===== src/rtl/elastic_pair_pkg.sv =====
package elastic_pair_pkg;

  typedef enum logic [2:0] {
    ST_EMPTY  = 3'd0,
    ST_ONE_A  = 3'd1,  // one word, held in slot 0
    ST_ONE_B  = 3'd2,  // one word, held in slot 1
    ST_FULL_A = 3'd3,  // two words, oldest in slot 0
    ST_FULL_B = 3'd4   // two words, oldest in slot 1
  } pair_state_e;

  // Number of words held in a state.
  function automatic logic [1:0] f_count(input pair_state_e st);
    case (st)
      ST_ONE_A, ST_ONE_B:   f_count = 2'd1;
      ST_FULL_A, ST_FULL_B: f_count = 2'd2;
      default:              f_count = 2'd0;
    endcase
  endfunction

  // Upstream acknowledge: a pure decode of the state.
  function automatic logic f_can_take(input pair_state_e st);
    f_can_take = (f_count(st) != 2'd2);
  endfunction

  // Downstream request: anything held.
  function automatic logic f_has_word(input pair_state_e st);
    f_has_word = (f_count(st) != 2'd0);
  endfunction

  // Slot holding the oldest word (0 or 1).
  function automatic logic f_head_slot(input pair_state_e st);
    f_head_slot = (st == ST_ONE_B) || (st == ST_FULL_B);
  endfunction

  // Slot that receives the next accepted word.
  function automatic logic f_free_slot(input pair_state_e st);
    f_free_slot = (st == ST_ONE_A);
  endfunction

  // Transition function.
  function automatic pair_state_e f_next(input pair_state_e st,
                                         input logic in_req,
                                         input logic out_ack);
    f_next = st;
    case (st)
      ST_EMPTY: if (in_req) f_next = ST_ONE_A;
      ST_ONE_A: begin
        if (in_req && out_ack)       f_next = ST_ONE_B;
        else if (in_req)             f_next = ST_FULL_A;
        else if (out_ack)            f_next = ST_EMPTY;
      end
      ST_ONE_B: begin
        if (in_req && out_ack)       f_next = ST_ONE_A;
        else if (in_req)             f_next = ST_FULL_B;
        else if (out_ack)            f_next = ST_EMPTY;
      end
      ST_FULL_A: if (out_ack) f_next = ST_ONE_B;
      ST_FULL_B: if (out_ack) f_next = ST_ONE_A;
      default:   f_next = ST_EMPTY;
    endcase
  endfunction

endpackage


===== src/rtl/elastic_pair_ctrl.sv =====
module elastic_pair_ctrl
  import elastic_pair_pkg::*;
#(
  parameter int SLOTS = 2
) (
  input  logic             clk,
  input  logic             rst_n,
  input  logic             in_req,
  input  logic             out_ack,
  output logic             in_ack,
  output logic             out_req,
  output logic             head_sel,
  output logic [SLOTS-1:0] load_en
);

  pair_state_e state_q, state_d;
  logic        in_xfer;
  logic        out_xfer;

  assign in_ack   = f_can_take(state_q);
  assign out_req  = f_has_word(state_q);
  assign head_sel = f_head_slot(state_q);
  assign in_xfer  = in_req && in_ack;
  assign out_xfer = out_req && out_ack;

  always_comb begin
    state_d = f_next(state_q, in_req, out_ack);
  end

  always_comb begin
    load_en = '0;
    if (in_xfer) load_en[f_free_slot(state_q)] = 1'b1;
  end

  always_ff @(posedge clk or negedge rst_n) begin
    if (!rst_n) state_q <= ST_EMPTY;
    else        state_q <= state_d;
  end

  AST_FULL_IMPLIES_VALID: assert property (@(posedge clk) disable iff (!rst_n)
    !in_ack |-> out_req);
  AST_EMPTY_IMPLIES_ACK: assert property (@(posedge clk) disable iff (!rst_n)
    !out_req |-> in_ack);
  AST_SINGLE_LOAD: assert property (@(posedge clk) disable iff (!rst_n)
    $onehot0(load_en));
  AST_LOAD_ON_XFER: assert property (@(posedge clk) disable iff (!rst_n)
    (|load_en) |-> (in_req && in_ack));
  AST_STALL_KEEPS_REQ: assert property (@(posedge clk) disable iff (!rst_n)
    (out_req && !out_ack) |=> out_req);
  AST_STREAM_KEEPS_ACK: assert property (@(posedge clk) disable iff (!rst_n)
    (in_xfer && out_xfer) |=> in_ack);
  AST_COUNT_BALANCE: assert property (@(posedge clk) disable iff (!rst_n)
    (in_xfer && !out_xfer) |=> (f_count(state_q) == $past(f_count(state_q)) + 2'd1));

endmodule


===== src/rtl/elastic_pair_slots.sv =====
module elastic_pair_slots #(
  parameter int DATA_W = 32,
  parameter int SLOTS  = 2
) (
  input  logic              clk,
  input  logic              rst_n,
  input  logic [SLOTS-1:0]  load_en,
  input  logic              head_sel,
  input  logic [DATA_W-1:0] in_dat,
  output logic [DATA_W-1:0] out_dat
);

  logic [DATA_W-1:0] slot_q [SLOTS];

  for (genvar g = 0; g < SLOTS; g++) begin : g_slot
    always_ff @(posedge clk or negedge rst_n) begin
      if (!rst_n)          slot_q[g] <= '0;
      else if (load_en[g]) slot_q[g] <= in_dat;
    end
  end

  assign out_dat = head_sel ? slot_q[1] : slot_q[0];

endmodule


===== src/rtl/elastic_pair_stage.sv =====
module elastic_pair_stage #(
  parameter int DATA_W = 32
) (
  input  logic              clk,
  input  logic              rst_n,
  input  logic              in_req,
  output logic              in_ack,
  input  logic [DATA_W-1:0] in_dat,
  output logic              out_req,
  input  logic              out_ack,
  output logic [DATA_W-1:0] out_dat
);

  localparam int SLOTS = 2;

  logic             head_sel;
  logic [SLOTS-1:0] load_en;

  elastic_pair_ctrl #(.SLOTS(SLOTS)) u_ctrl (
    .clk      (clk),
    .rst_n    (rst_n),
    .in_req   (in_req),
    .out_ack  (out_ack),
    .in_ack   (in_ack),
    .out_req  (out_req),
    .head_sel (head_sel),
    .load_en  (load_en)
  );

  elastic_pair_slots #(.DATA_W(DATA_W), .SLOTS(SLOTS)) u_slots (
    .clk      (clk),
    .rst_n    (rst_n),
    .load_en  (load_en),
    .head_sel (head_sel),
    .in_dat   (in_dat),
    .out_dat  (out_dat)
  );

  AST_STALL_KEEPS_DATA: assert property (@(posedge clk) disable iff (!rst_n)
    (out_req && !out_ack) |=> $stable(out_dat));
  AST_EMPTY_FILL_LATENCY: assert property (@(posedge clk) disable iff (!rst_n)
    (!out_req && in_req) |=> (out_req && out_dat == $past(in_dat)));

endmodule


===== config.mk =====
export PLATFORM = sky130hd
export DESIGN_NAME = elastic_pair_stage
export DESIGN_NICKNAME = d
export VERILOG_FILES = /design/src/rtl/elastic_pair_pkg.sv /design/src/rtl/elastic_pair_ctrl.sv /design/src/rtl/elastic_pair_slots.sv /design/src/rtl/elastic_pair_stage.sv
export SDC_FILE = /design/constraint.sdc
export NUM_CORES = 1
export LEC_CHECK = 0
export ABC_AREA = 1
export BUFFER_PORTS_ARGS = -buffer_cell sky130_fd_sc_hd__buf_4
export CORE_MARGIN = 10
export CORE_UTILIZATION = 40
export CTS_CLUSTER_DIAMETER = 50
export DETAILED_ROUTE_END_ITERATION = 8
export PLACE_DENSITY_LB_ADDON = 0.05
export SLEW_MARGIN = 20
export SYNTH_ARGS = -nofsm -noshare
export SYNTH_HDL_FRONTEND = slang
export SYNTH_SLANG_ARGS = --single-unit

===== constraint.sdc =====
create_clock -name clk -period 1.6 [get_ports clk]
set_input_delay 0 -clock clk [delete_from_list [all_inputs] [get_ports clk]]
set_output_delay 0 -clock clk [all_outputs]
set_load 0.01 [all_outputs]

==> results summary <==
Setup repair after global routing could not meet its margin everywhere. Routability-driven placement finished with a final weighted congestion of 0.787. The final net count is 563. For this block, the initial DRC count from the detailed router was 149. The routed wire length is 10600 um. The part of the total power dissipated in sequential elements is 30.3%. The critical path goes through nor2_4, nand2_4, nand2_8, clkbuf_16, nand2_2, nand2_2, buf_6. The cell sitting at the root of the clock tree is a clkbuf_8. The fraction of met2 tracks used by global routing came out at 28.8%. On the worst path, the slowest cell contributes a delay of 0.46 ns.

The number of port buffers came out at 69. The checks that failed: setup timing. The final count of hold timing violations is 0.

The via-per-instance ratio came out at 5.12. The kind of cell with the highest combined delay along the critical path is simple AND/OR/NAND/NOR gates. The CTS H-tree depth came out at 3. Across all setup checks in the final design, the least slack found is -0.0000888 ns.

The clock insertion delay at the later pin of the skew report came out at 0.34 ns. After layout, the minimum clock period comes to 1.60 ns. The design draws 9.94 mW.

The synthesized netlist cell count came out at 417. Measured against its own limit, the worst slew margin works out to 71.7%. The core footprint came out at 7730 um^2. Based on the critical path, the design can be clocked at up to 625 MHz.

The floorplan die height came out at 109 um. The number of detailed-routing iterations run before antenna repair is 4. The switching power total came out at 3.93 mW. The number of vias after detailed routing came out at 3243.

Across the routed clock network, the largest skew measured is 0.00884 ns. The die outline area is 11900 um^2. The overall routing resource usage came out at 17.5%.

Clock tree synthesis inserted a total of 9 buffers. The largest family of logic cells by synthesized area is simple AND/OR/NAND/NOR gates. The critical path in this run is classified as flip-flop to output port.

Ranked by total cell area, the synthesized netlist is headed by dfrtp_1 (53%), nand2_1 (24%), nand3_1 (16%). The minimum setup slack after placement came out at 0.231 ns. The total buffers and inverters traversed by the critical path is 2. Sequential elements use 52.8% of the synthesized area. For met1 alone, demand over resource in global routing was 22.4%. Setup violations remaining at the end of the flow were counted as 1. By instance count, the cell type seen most on the critical path is nand2_2. Yosys printed 0 warnings.

Summing the areas of all xor and xnor instances in the mapped netlist gives 0% of the synthesized area. The capturing element type of the critical path is an output port. For hold timing, the worst endpoint is u_ctrl.state_q[1]. The number of top-level pins is 70. The total number of clock tree sinks is 67.

The via count of the first global-routing pass came out at 3300. The clock tree buffer depth is 2. After detailed routing, the average wire length per cell comes to 16.8 um.

The post-synthesis register bit count came out at 67. The cell area power density is 2040 nW/um^2. The number of cell rows is 32. The run finished, with violations left. Of the post-synthesis cell area, the part taken by muxes is 0%. The distinct cell type count of the synthesized netlist is 17. The worst hold path was traced through 4 stages.

The placed wire-length estimate after detailed placement came out at 5990 um. The internal reg-to-reg setup slack came out at 0.14 ns. The initial antenna violation count is 0. The final setup TNS came out at -0.0000888 ns. The switching share of total power is 39.5%. The simple-gate portion of the synthesized area is 41.4%.

The remaining design rule violation count is 0. The number of nets handed over by synthesis was 453. On the critical path, the stage with the largest delay is an instance of dfrtp_2. The remaining global-route overflow is 0. The count of max-cap constraint violations is 0. Once detail routing completed, the nets flagged for antenna violations numbered 0. STA classifies the critical path startpoint as a flip-flop. The highest-utilization routing layer at the global route stage is met2.

The largest net degree at the start of global routing is 34. The classification of the worst-slack hold path is input port to flip-flop. The final-report max-slew violation count came out at 0. The global-route wire length before repair came out at 16600 um.

In the final layout, the share of cells above drive strength 1 is 31.8%. The synthesized design spends more area on one cell type than any other, namely dfrtp_1. The initial core utilization is 41.1%.

The worst-margin pin slew is 0.424 ns. STA puts the critical path data required time at 1.60 ns. The adder-cell area share of the yosys netlist came out at 0%.

The floorplan step set the die width to 109 um. The arrival time at the worst endpoint came out at 1.60 ns. The worst path uses 100% of the clock period. The global routing met3 resource utilization came out at 3.54%. Averaged over all synthesized cells, the footprint is 7.62 um^2. The internal cell power came out at 6.01 mW.

The CTS clock-pin slew for the worst setup and hold paths is 0.07 ns. The count of inserted antenna diode cells is 0. The TritonCTS clock tree is built.

Summing the areas of all compound-gate instances in the mapped netlist gives 0.591% of the synthesized area. Of all nets on the critical path, the largest fanout is 6. The clock network burns 17.5% of the power. The worst register-to-register path has a depth of 7. The static leakage is 2.57 nW. The worst-case IR drop observed on VDD is 0.905 mV.

The mapped netlist covers 3180 um^2. In this run, the combinational gates consume 52.2% of the power. The worst hold path begins at in_req. The share of the synthesized area in the top cell type is 52.8%. In this run the critical register-to-register path is launched from u_ctrl.state_q[2]. The layout-stage area growth over the synthesis result came out at 53.2%.

The endpoint identified for the worst register-to-register timing path is u_slots.slot_q[44].
[per-layer routing]
| metal | part of all wire (%) | vias up |
|---|---|---|
| li1 | - | 1559 |
| met2 | 50 | 115 |
| met5 | 0 | - |
| met3 | 7.4 | 10 |
| met4 | 1.1 | 0 |
| met1 | 42 | 1559 |
[synth_stat cells]
master	instances
o22ai_1	1
clkbuf_1	7
inv_1	6
nor2_2	1
nand3_1	102
dfrtp_1	67
nand2_1	200
buf_2	16
buf_1	2
a21oi_1	1
inv_2	2
nand2_2	3
buf_4	3
nand4_1	1
nor2_1	3
nor2_4	1
o211ai_1	1
[worst reg2reg max path, cell delays in order (launching register included)]
cell and delay [ns]:
dfrtp_2 0.46, nor2_1 0.18, nand2_1 0.11, inv_2 0.11
nor2_4 0.04, buf_4 0.25, nand3_1 0.13, nand2_1 0.06
[timing repair]
action	in CTS	in global routing
setup buffers	1	1
endpoints found under the setup margin	33	33
endpoints found under the hold margin	131	0
resized for setup	10	92
hold buffers	34	0
pin swaps	1	17
cloned	2	3
[stage by stage]
step / utilization [%] / cells / hold slack, ns / area [um^2]
after floorplan: - / 417 / -0.296 / 3180
after global placement: 49.8 / 577 / -0.0282 / 3850
after detailed placement: 49.8 / 577 / -0.0301 / 3850
after CTS: 58.4 / 630 / 0.0640 / 4520
after global routing: 63.0 / 634 / 0.135 / 4870
final: 63.0 / 634 / 0.114 / 4870
[final cells by class]
type / instances / area, um^2
clock buffer: 12 / 145
clock inverter: 4 / 97.6
fill: 721 / 2860
inverter: 8 / 32.5
multi-input combinational: 314 / 1500
sequential: 67 / 1680
tap: 102 / 128
timing repair buffer: 127 / 1280
[worst max path at each step]
stage / from / end / slack [ns] / cells past startpoint
final: u_ctrl.state_q[2] / out_dat[19] / -0.00009 / 7
after global routing: u_ctrl.state_q[2] / out_dat[19] / -0.07 / 7
after CTS: u_ctrl.state_q[1] / out_dat[12] / -0.02 / 8
after detailed placement: u_ctrl.state_q[2] / u_slots.slot_q[37] / 0.23 / 7
after global placement: u_ctrl.state_q[0] / u_slots.slot_q[63] / 0.26 / 8
after floorplan: u_ctrl.state_q[1] / u_slots.slot_q[55] / 0.35 / 7
[power by group through the flow]
stage	sequential (mW)	clock (mW)	combinational, mW
floorplan	2.84	0	2.40
global placement	2.91	0	4.06
detailed placement	2.94	0	4.11
CTS	2.92	1.76	4.37
global route	3.11	1.83	5.71
finish	3.01	1.74	5.19
[cell families (layout without fill, tap and decap cells)]
| logic type | count (synthesis) | count (layout) |
|---|---|---|
| compound gates | 3 | 3 |
| buf+inv | 36 | 151 |
| flops | 67 | 67 |
| simple gates | 311 | 311 |
[cell usage in the layout, fill, tap and decap left out]
cell             n
dfrtp_1         64
o211ai_1         1
nand3_1        102
o22ai_1          1
clkbuf_8        10
nand2_4          3
clkbuf_1         2
nand2_1        150
inv_1            5
buf_6           28
nand2_8          1
nand4_1          1
nand2_2         49
buf_8            4
dlygate4sd3_1   34
dfrtp_2          3
clkinvlp_4       1
nor2_1           2
inv_2            2
inv_4            1
bufbuf_16        1
clkbuf_16        2
nor2_4           3
a21oi_1          1
buf_4           54
bufinv_16        3
buf_12           4
[state kept, by name, indices dropped and copies added (netlist names)]
register and cells:
u_slots.slot_q 64, u_ctrl.state_q 3
Note: power is estimated with default switching activity, not from simulation.
